### src/rtl/pcm_pkg.sv
package pcm_pkg;

    localparam int PW      = 8;            // bits per component
    localparam int NCH     = 3;            // components per pixel and matrix rows
    localparam int CW      = 9;            // coefficient width
    localparam int OW      = 13;           // offset width
    localparam int SCW     = 2;            // scale code width
    localparam int OFS_SH  = 6;            // offset alignment to the product sum
    localparam int RND_SH  = PW + 1;       // final right shift
    localparam int PIPE_D  = 3;            // register stages
    localparam int PROD_W  = PW + 1 + CW;  // signed product width
    localparam int ACC_W   = PROD_W + 4;   // room for sum and offset
    localparam int SCL_W   = ACC_W + (1 << SCW);
    localparam int CFG_AW  = 3;
    localparam int CFG_DW  = NCH * CW;
    localparam int UNITY_ID = 128;         // identity diagonal at scale code 2

    typedef logic signed [CW-1:0]     coef_t;
    typedef logic signed [OW-1:0]     ofs_t;
    typedef logic signed [PROD_W-1:0] prod_t;
    typedef logic signed [ACC_W-1:0]  acc_t;
    typedef logic signed [SCL_W-1:0]  scl_t;

    typedef struct packed {
        coef_t [NCH-1:0] c;
        ofs_t            o;
    } row_cfg_t;

    typedef struct packed {
        row_cfg_t [NCH-1:0] row;
        logic [SCW-1:0]     scale;
        logic               sat;
    } mtx_cfg_t;

    typedef struct packed {
        mtx_cfg_t stage;
        mtx_cfg_t act;
    } cfg_st_t;

    typedef struct packed {
        prod_t [NCH-1:0] prod;
        acc_t            acc;
        logic [PW-1:0]   y;
        logic            sat_used;
    } row_st_t;

    typedef struct packed {
        logic [PIPE_D-1:0] v;
    } flow_st_t;

    function automatic mtx_cfg_t ident_cfg();
        mtx_cfg_t c;
        c = '0;
        for (int r = 0; r < NCH; r++) begin
            c.row[r].c[r] = coef_t'(UNITY_ID);
        end
        c.scale = SCW'(2);
        return c;
    endfunction

endpackage

### src/rtl/pcm_cfg_bank.sv
module pcm_cfg_bank
    import pcm_pkg::*;
(
    input  logic              clk,
    input  logic              rst_n,
    input  logic              we,
    input  logic [CFG_AW-1:0] addr,
    input  logic [CFG_DW-1:0] wdata,
    input  logic              frame_start,
    output mtx_cfg_t          active
);

    localparam int MODE_ADDR = 2 * NCH;

    cfg_st_t d, q;

    always_comb begin
        d = q;
        if (we) begin
            for (int r = 0; r < NCH; r++) begin
                if (addr == CFG_AW'(r)) begin
                    for (int j = 0; j < NCH; j++) begin
                        d.stage.row[r].c[j] = coef_t'(wdata[j*CW +: CW]);
                    end
                end
                if (addr == CFG_AW'(NCH + r)) begin
                    d.stage.row[r].o = ofs_t'(wdata[OW-1:0]);
                end
            end
            if (addr == CFG_AW'(MODE_ADDR)) begin
                d.stage.scale = wdata[SCW-1:0];
                d.stage.sat   = wdata[SCW];
            end
        end
        if (frame_start) begin
            d.act = d.stage;
        end
    end

    always_ff @(posedge clk or negedge rst_n) begin
        if (!rst_n) begin
            q.stage <= ident_cfg();
            q.act   <= ident_cfg();
        end else begin
            q <= d;
        end
    end

    assign active = q.act;

    // the active setting only moves on a frame-start edge
    a_r8_active_frozen: assert property (@(posedge clk) disable iff (!rst_n)
        !frame_start |=> $stable(q.act));

endmodule

### src/rtl/pcm_flow.sv
module pcm_flow
    import pcm_pkg::*;
(
    input  logic clk,
    input  logic rst_n,
    input  logic in_valid,
    input  logic out_ready,
    output logic in_ready,
    output logic adv,
    output logic out_valid
);

    flow_st_t d, q;
    logic     adv_c;

    always_comb begin
        adv_c = !q.v[PIPE_D-1] || out_ready;
        d     = q;
        if (adv_c) begin
            d.v = {q.v[PIPE_D-2:0], in_valid};
        end
    end

    always_ff @(posedge clk or negedge rst_n) begin
        if (!rst_n) begin
            q <= '0;
        end else begin
            q <= d;
        end
    end

    assign adv       = adv_c;
    assign in_ready  = adv_c;
    assign out_valid = q.v[PIPE_D-1];

endmodule

### src/rtl/pcm_row_mac.sv
module pcm_row_mac
    import pcm_pkg::*;
#(
    parameter int HI_SAT = 235,
    parameter int LO_SAT = 16
)(
    input  logic               clk,
    input  logic               rst_n,
    input  logic               adv,
    input  logic [NCH*PW-1:0]  x,
    input  row_cfg_t           rc,
    input  logic [SCW-1:0]     scale,
    input  logic               sat,
    output logic [PW-1:0]      y
);

    localparam int FULL_MAX = (1 << PW) - 1;

    row_st_t d, q;

    always_comb begin
        acc_t sum_v;
        scl_t scl_v;
        scl_t rnd_v;
        scl_t lo_v;
        scl_t hi_v;
        d     = q;
        sum_v = '0;
        scl_v = '0;
        rnd_v = '0;
        lo_v  = '0;
        hi_v  = '0;
        if (adv) begin
            // stage 1: products of unsigned components and signed coefficients
            for (int j = 0; j < NCH; j++) begin
                d.prod[j] = prod_t'($signed({1'b0, x[j*PW +: PW]}))
                          * prod_t'($signed(rc.c[j]));
            end
            // stage 2: sum of products plus aligned offset
            sum_v = acc_t'($signed(q.prod[0]))
                  + acc_t'($signed(q.prod[1]))
                  + acc_t'($signed(q.prod[2]))
                  + (acc_t'($signed(rc.o)) <<< OFS_SH);
            d.acc = sum_v;
            // stage 3: power-of-two scale, round, clamp
            scl_v = scl_t'($signed(q.acc)) <<< scale;
            rnd_v = (scl_v + (scl_t'(1) <<< (RND_SH - 1))) >>> RND_SH;
            lo_v  = sat ? scl_t'(LO_SAT) : scl_t'(0);
            hi_v  = sat ? scl_t'(HI_SAT) : scl_t'(FULL_MAX);
            if (rnd_v < lo_v) begin
                d.y = lo_v[PW-1:0];
            end else if (rnd_v > hi_v) begin
                d.y = hi_v[PW-1:0];
            end else begin
                d.y = rnd_v[PW-1:0];
            end
            d.sat_used = sat;
        end
    end

    always_ff @(posedge clk or negedge rst_n) begin
        if (!rst_n) begin
            q <= '0;
        end else begin
            q <= d;
        end
    end

    assign y = q.y;

    // a result produced with saturate on lies inside the video range
    a_r5_sat_range: assert property (@(posedge clk) disable iff (!rst_n)
        q.sat_used |-> (q.y >= PW'(LO_SAT) && q.y <= PW'(HI_SAT)));

endmodule

### src/rtl/pix_csc_matrix.sv
module pix_csc_matrix
    import pcm_pkg::*;
#(
    parameter int LUMA_MAX   = 235,
    parameter int CHROMA_MAX = 240,
    parameter int RANGE_MIN  = 16
)(
    input  logic              clk,
    input  logic              rst_n,
    input  logic              cfg_we,
    input  logic [CFG_AW-1:0] cfg_addr,
    input  logic [CFG_DW-1:0] cfg_wdata,
    input  logic              frame_start,
    input  logic              in_valid,
    output logic              in_ready,
    input  logic [NCH*PW-1:0] in_pix,
    output logic              out_valid,
    input  logic              out_ready,
    output logic [NCH*PW-1:0] out_pix
);

    mtx_cfg_t act;
    logic     adv;

    pcm_cfg_bank u_cfg (
        .clk         (clk),
        .rst_n       (rst_n),
        .we          (cfg_we),
        .addr        (cfg_addr),
        .wdata       (cfg_wdata),
        .frame_start (frame_start),
        .active      (act)
    );

    pcm_flow u_flow (
        .clk       (clk),
        .rst_n     (rst_n),
        .in_valid  (in_valid),
        .out_ready (out_ready),
        .in_ready  (in_ready),
        .adv       (adv),
        .out_valid (out_valid)
    );

    for (genvar r = 0; r < NCH; r++) begin : g_row
        pcm_row_mac #(
            .HI_SAT (r == 0 ? LUMA_MAX : CHROMA_MAX),
            .LO_SAT (RANGE_MIN)
        ) u_row (
            .clk   (clk),
            .rst_n (rst_n),
            .adv   (adv),
            .x     (in_pix),
            .rc    (act.row[r]),
            .scale (act.scale),
            .sat   (act.sat),
            .y     (out_pix[r*PW +: PW])
        );
    end

    // a refused output stays put
    a_r7_hold_on_stall: assert property (@(posedge clk) disable iff (!rst_n)
        (out_valid && !out_ready) |=> (out_valid && $stable(out_pix)));

    // an accepted pixel shows up two edges later with no stall
    a_r6_fixed_latency: assert property (@(posedge clk) disable iff (!rst_n)
        (in_valid && in_ready && out_ready) ##1 out_ready ##1 out_ready |=> out_valid);

endmodule

### config.mk
export PLATFORM = sky130hd
export DESIGN_NAME = pix_csc_matrix
export DESIGN_NICKNAME = d
export VERILOG_FILES = /design/src/rtl/pcm_pkg.sv /design/src/rtl/pcm_cfg_bank.sv /design/src/rtl/pcm_flow.sv /design/src/rtl/pcm_row_mac.sv /design/src/rtl/pix_csc_matrix.sv
export SDC_FILE = /design/constraint.sdc
export NUM_CORES = 2
export LEC_CHECK = 0
export BUFFER_PORTS_ARGS = -buffer_cell sky130_fd_sc_hd__buf_2
export CAP_MARGIN = 20
export CORE_MARGIN = 10
export CORE_UTILIZATION = 56
export CTS_BUF_LIST = sky130_fd_sc_hd__clkbuf_4
export CTS_CLUSTER_SIZE = 25
export DETAILED_ROUTE_END_ITERATION = 8
export GPL_TIMING_DRIVEN = 0
export PLACE_DENSITY = 0.72
export SYNTH_ARGS = -nofsm -noshare
export SYNTH_HDL_FRONTEND = slang
export SYNTH_SLANG_ARGS = --single-unit
### constraint.sdc
create_clock -name clk -period 11 [get_ports clk]
set_input_delay 1.1 -clock clk [delete_from_list [all_inputs] [get_ports clk]]
set_output_delay 1.1 -clock clk [all_outputs]
set_load 0.05 [all_outputs]
==> results by group <==
Global route
  – Initial antenna violation count: 7
  – Vias in the first global route: 36910
  – Layer with the highest usage: met2
  – M3 GR Usage: under 10%
  – Met2 Resource Use GR: 43.34%
  – First-pass GRT wire length: between 200000 and 250000 µm
  – Grt total ovfl: 0
  – GRT Total Usage: 27.13%
  – Largest net degree at the start of global routing: 122
  – M1 GR Usage: approximately a third

Synthesis
  – Largest family of logic cells by synthesized area: adder cells
  – Synth Warn #: 0
  – Unique masters post-synth: 93
  – Most common cell in the synthesized netlist: inv_1
  – Top cells by area, synth: dfrtp_1 25%, fa_1 19%, ha_1 16%
  – Post-synthesis mux area share: 7.461%
  – Sequential share of the synthesized area: 25.67%
  – Most frequent cells after synthesis: 593 x inv_1, 590 x ha_1, 495 x nand2_1
  – Main synth FF type: dfrtp_1
  – Largest area contributor in the netlist: dfrtp_1
  – XOR/XNOR Fraction of Synth Area: under 10%
  – Synth Instances: ~4800
  – Mapped Area: 0.04742 mm²
  – Synth Area in Compound Gates: about 8.1%
  – Syn_area_per_cell: roughly 9.9 µm²
  – FFs w/ async S/R, synth: between 90% and 100%
  – Synthesized Nets: around 5900
  – Number of synthesized flops with an enable pin: 0
  – Top cell type's share of synthesized area: roughly 25%
  – Yosys reg bits: around 490
  – Simple-gate share of the synthesized area: between 10% and 20%
  – Adder-Cell Fraction of Synth Area: roughly a third

Place
  – Dpl ws: about 3.8 ns
  – Placed cells: between 6000 and 7000
  – Final HPWL from detailed placement: 102900 µm
  – Port Buffers: 82
  – Gp weighted congestion: 0.9416

Clocking
  – CTS tree: yes
  – CTS Buf Count: around 130
  – Clk sinks: a little under 500
  – Post-CTS Repair Setup Buffers: 0
  – Root buf cell: clkbuf_4
  – Worst-path clk slew: about 0.060 ns
  – Clock insertion delay at the later pin of the skew report: roughly 1.0 ns
  – Post-CTS Resized: 0
  – CTS max path bufs: 3
  – H-tree depth: 4

Layout
  – Final core occ: 61.04%
  – Area delta synth->final: 7.894%
  – Fraction of layout cells with a size suffix above 1: 12.73%
  – Fin nets: between 6000 and 7000
  – Area of the multi-input gates: approximately 0.032 mm²
  – Filler instances: slightly above 7000
  – Register area: ~0.012 mm²
  – Post-route insts no fill: approximately 6300

Timing
  – Clock skew: about 0.082 ns
  – Final worst slack: about 4.7 ns
  – Setup Viol. Count Final: 0
  – Tmin final: ~6.3 ns
  – RSZ-0062 raised after global routing: false
  – Maximum clock rate: roughly 160 MHz
  – Period utilisation layout: 57.20%
  – Max-slew violations: 0
  – Slew @ Worst Pin: ~1.2 ns
  – Final hold vios: 0
  – Max_slew headroom: 22.87%

Floorplanning
  – Row count: 106
  – Starting Density: 56.58%
  – Die area: about 0.097 mm²
  – Die height: roughly 310 µm
  – DIE WIDTH: 311.0 µm
  – Core area: 0.08382 mm²
  – Num ports: between 80 and 90

Critical path
  – Required time worst endpoint: about 12 ns
  – Setup Crit Path Kind: input port to flip-flop
  – Critical Path End Type: flip-flop
  – Crit path launch type: input port
  – Arr. time, crit path: 7.13 ns
  – Crit-path max FO: 10

Hold path
  – Worst hold path type: input port to flip-flop

Detailed routing
  – Via/cell ratio: ~5.7
  – Routed WL: 130000 µm
  – DR WL/cell: slightly above 20 µm
  – Starting DRT DRC Count: between 2000 and 3000
  – TritonRoute pass-1 iters: 7
  – Routed Antenna Nets: 0
  – Vias: approximately 36000
  – DR DRC count: 0

Status
  – Status: finished clean

Flow run
  – Max-Cap Viols: 0
## logic make-up (layout without fill, tap and decap cells)
family,count (synthesis),after routing
multiplexers,301,301
buffers and inverters,797,1117
flip-flops,486,486
AND/OR/NAND/NOR,1391,1391
other,0,4
XOR/XNOR,190,190
adder cells (fa/ha/maj),1031,1031
AO/OA/AOI/OAI,612,612
## routing by layer
metal / part of all wire [%] / wire (µm)
met1: 41 / 53560
met2: 46 / 59760
met3: 7.2 / 9408
met4: 5.5 / 7180
met5: 0.042 / 54
## sequential cells by signal (all words and copies together), names as in the netlist
register,count
g_row.u_row.q,213
u_cfg.active,123
u_cfg.q,123
g_row.u_row.y,24
u_flow.q,3
## through the flow
stage	setup TNS, ns	instance area (µm²)	hold slack [ns]
CTS	0	51160	0.2797
floorplan	0	47420	0.4300
detailed placement	0	49450	0.4557
global route	0	51170	0.3418
finish	0	51170	0.3541
global placement	-508.38	49250	0.4465
## worst paths after layout
kind	from	end	slack (ns)	depth (start not counted)
max in group asynchronous	rst_n	u_cfg.q[163]	8.35	5
worst max register to register	u_cfg.active[74]	g_row[1].u_row.q[84]	4.91	22
worst min register to register	u_flow.q[1]	u_flow.q[1]	0.47	2
min in group asynchronous	rst_n	g_row[1].u_row.y[3]	0.55	2
worst max-delay path	in_pix[22]	g_row[1].u_row.q[84]	4.71	20
worst min-delay path	in_valid	u_flow.q[0]	0.35	3
## worst max-delay path: stages
cell and delay [ns]:
buf_2 0.26, clkbuf_1 0.63, nand2_1 0.17, fa_1 0.53, inv_1 0.05, fa_1 0.50
inv_1 0.06, fa_1 0.44, fa_1 0.51, inv_1 0.05, fa_1 0.43, ha_1 0.30
o21ai_0 0.12, a21boi_0 0.58, o21a_1 0.21, o21ai_0 0.10, a21oi_1 0.23, o31ai_1 0.12
xnor2_1 0.58, a21oi_1 0.14
## layout by cell type, fill, tap and decap left out, types with 40 or more instances in the layout
cell type / count
clkbuf_4: 187
nand2b_1: 40
buf_2: 88
nand2_1: 495
nand3_1: 56
o21ai_0: 131
clkbuf_1: 143
xor2_1: 65
nor2_1: 248
fa_1: 441
nor3_1: 40
a21oi_1: 226
ha_1: 590
dfrtp_1: 478
and2_1: 341
inv_1: 593
xnor2_1: 125
mux2_2: 256
nor2b_1: 71
## timing repair
action | CTS | global route
hold buffers | 1 | 0
setup endpoints to repair | 0 | 0
endpoints found under the hold margin | 42 | 0
## layout make-up
cell class | count | share of cell area [%]
diodes | 4 | 0.01956
plain buffers | 202 | 1.841
clock buffers | 187 | 2.744
clock inverters | 41 | 0.5649
inverters | 595 | 4.365
multi-input cells | 3525 | 62.71
flip-flops and latches | 486 | 23.79
well taps | 1134 | 2.773
repair buffers | 92 | 1.196
Power is left out: the tool's default activity adds up to more than one toggle a clock period on the data nets, which glitch-free logic cannot reach.
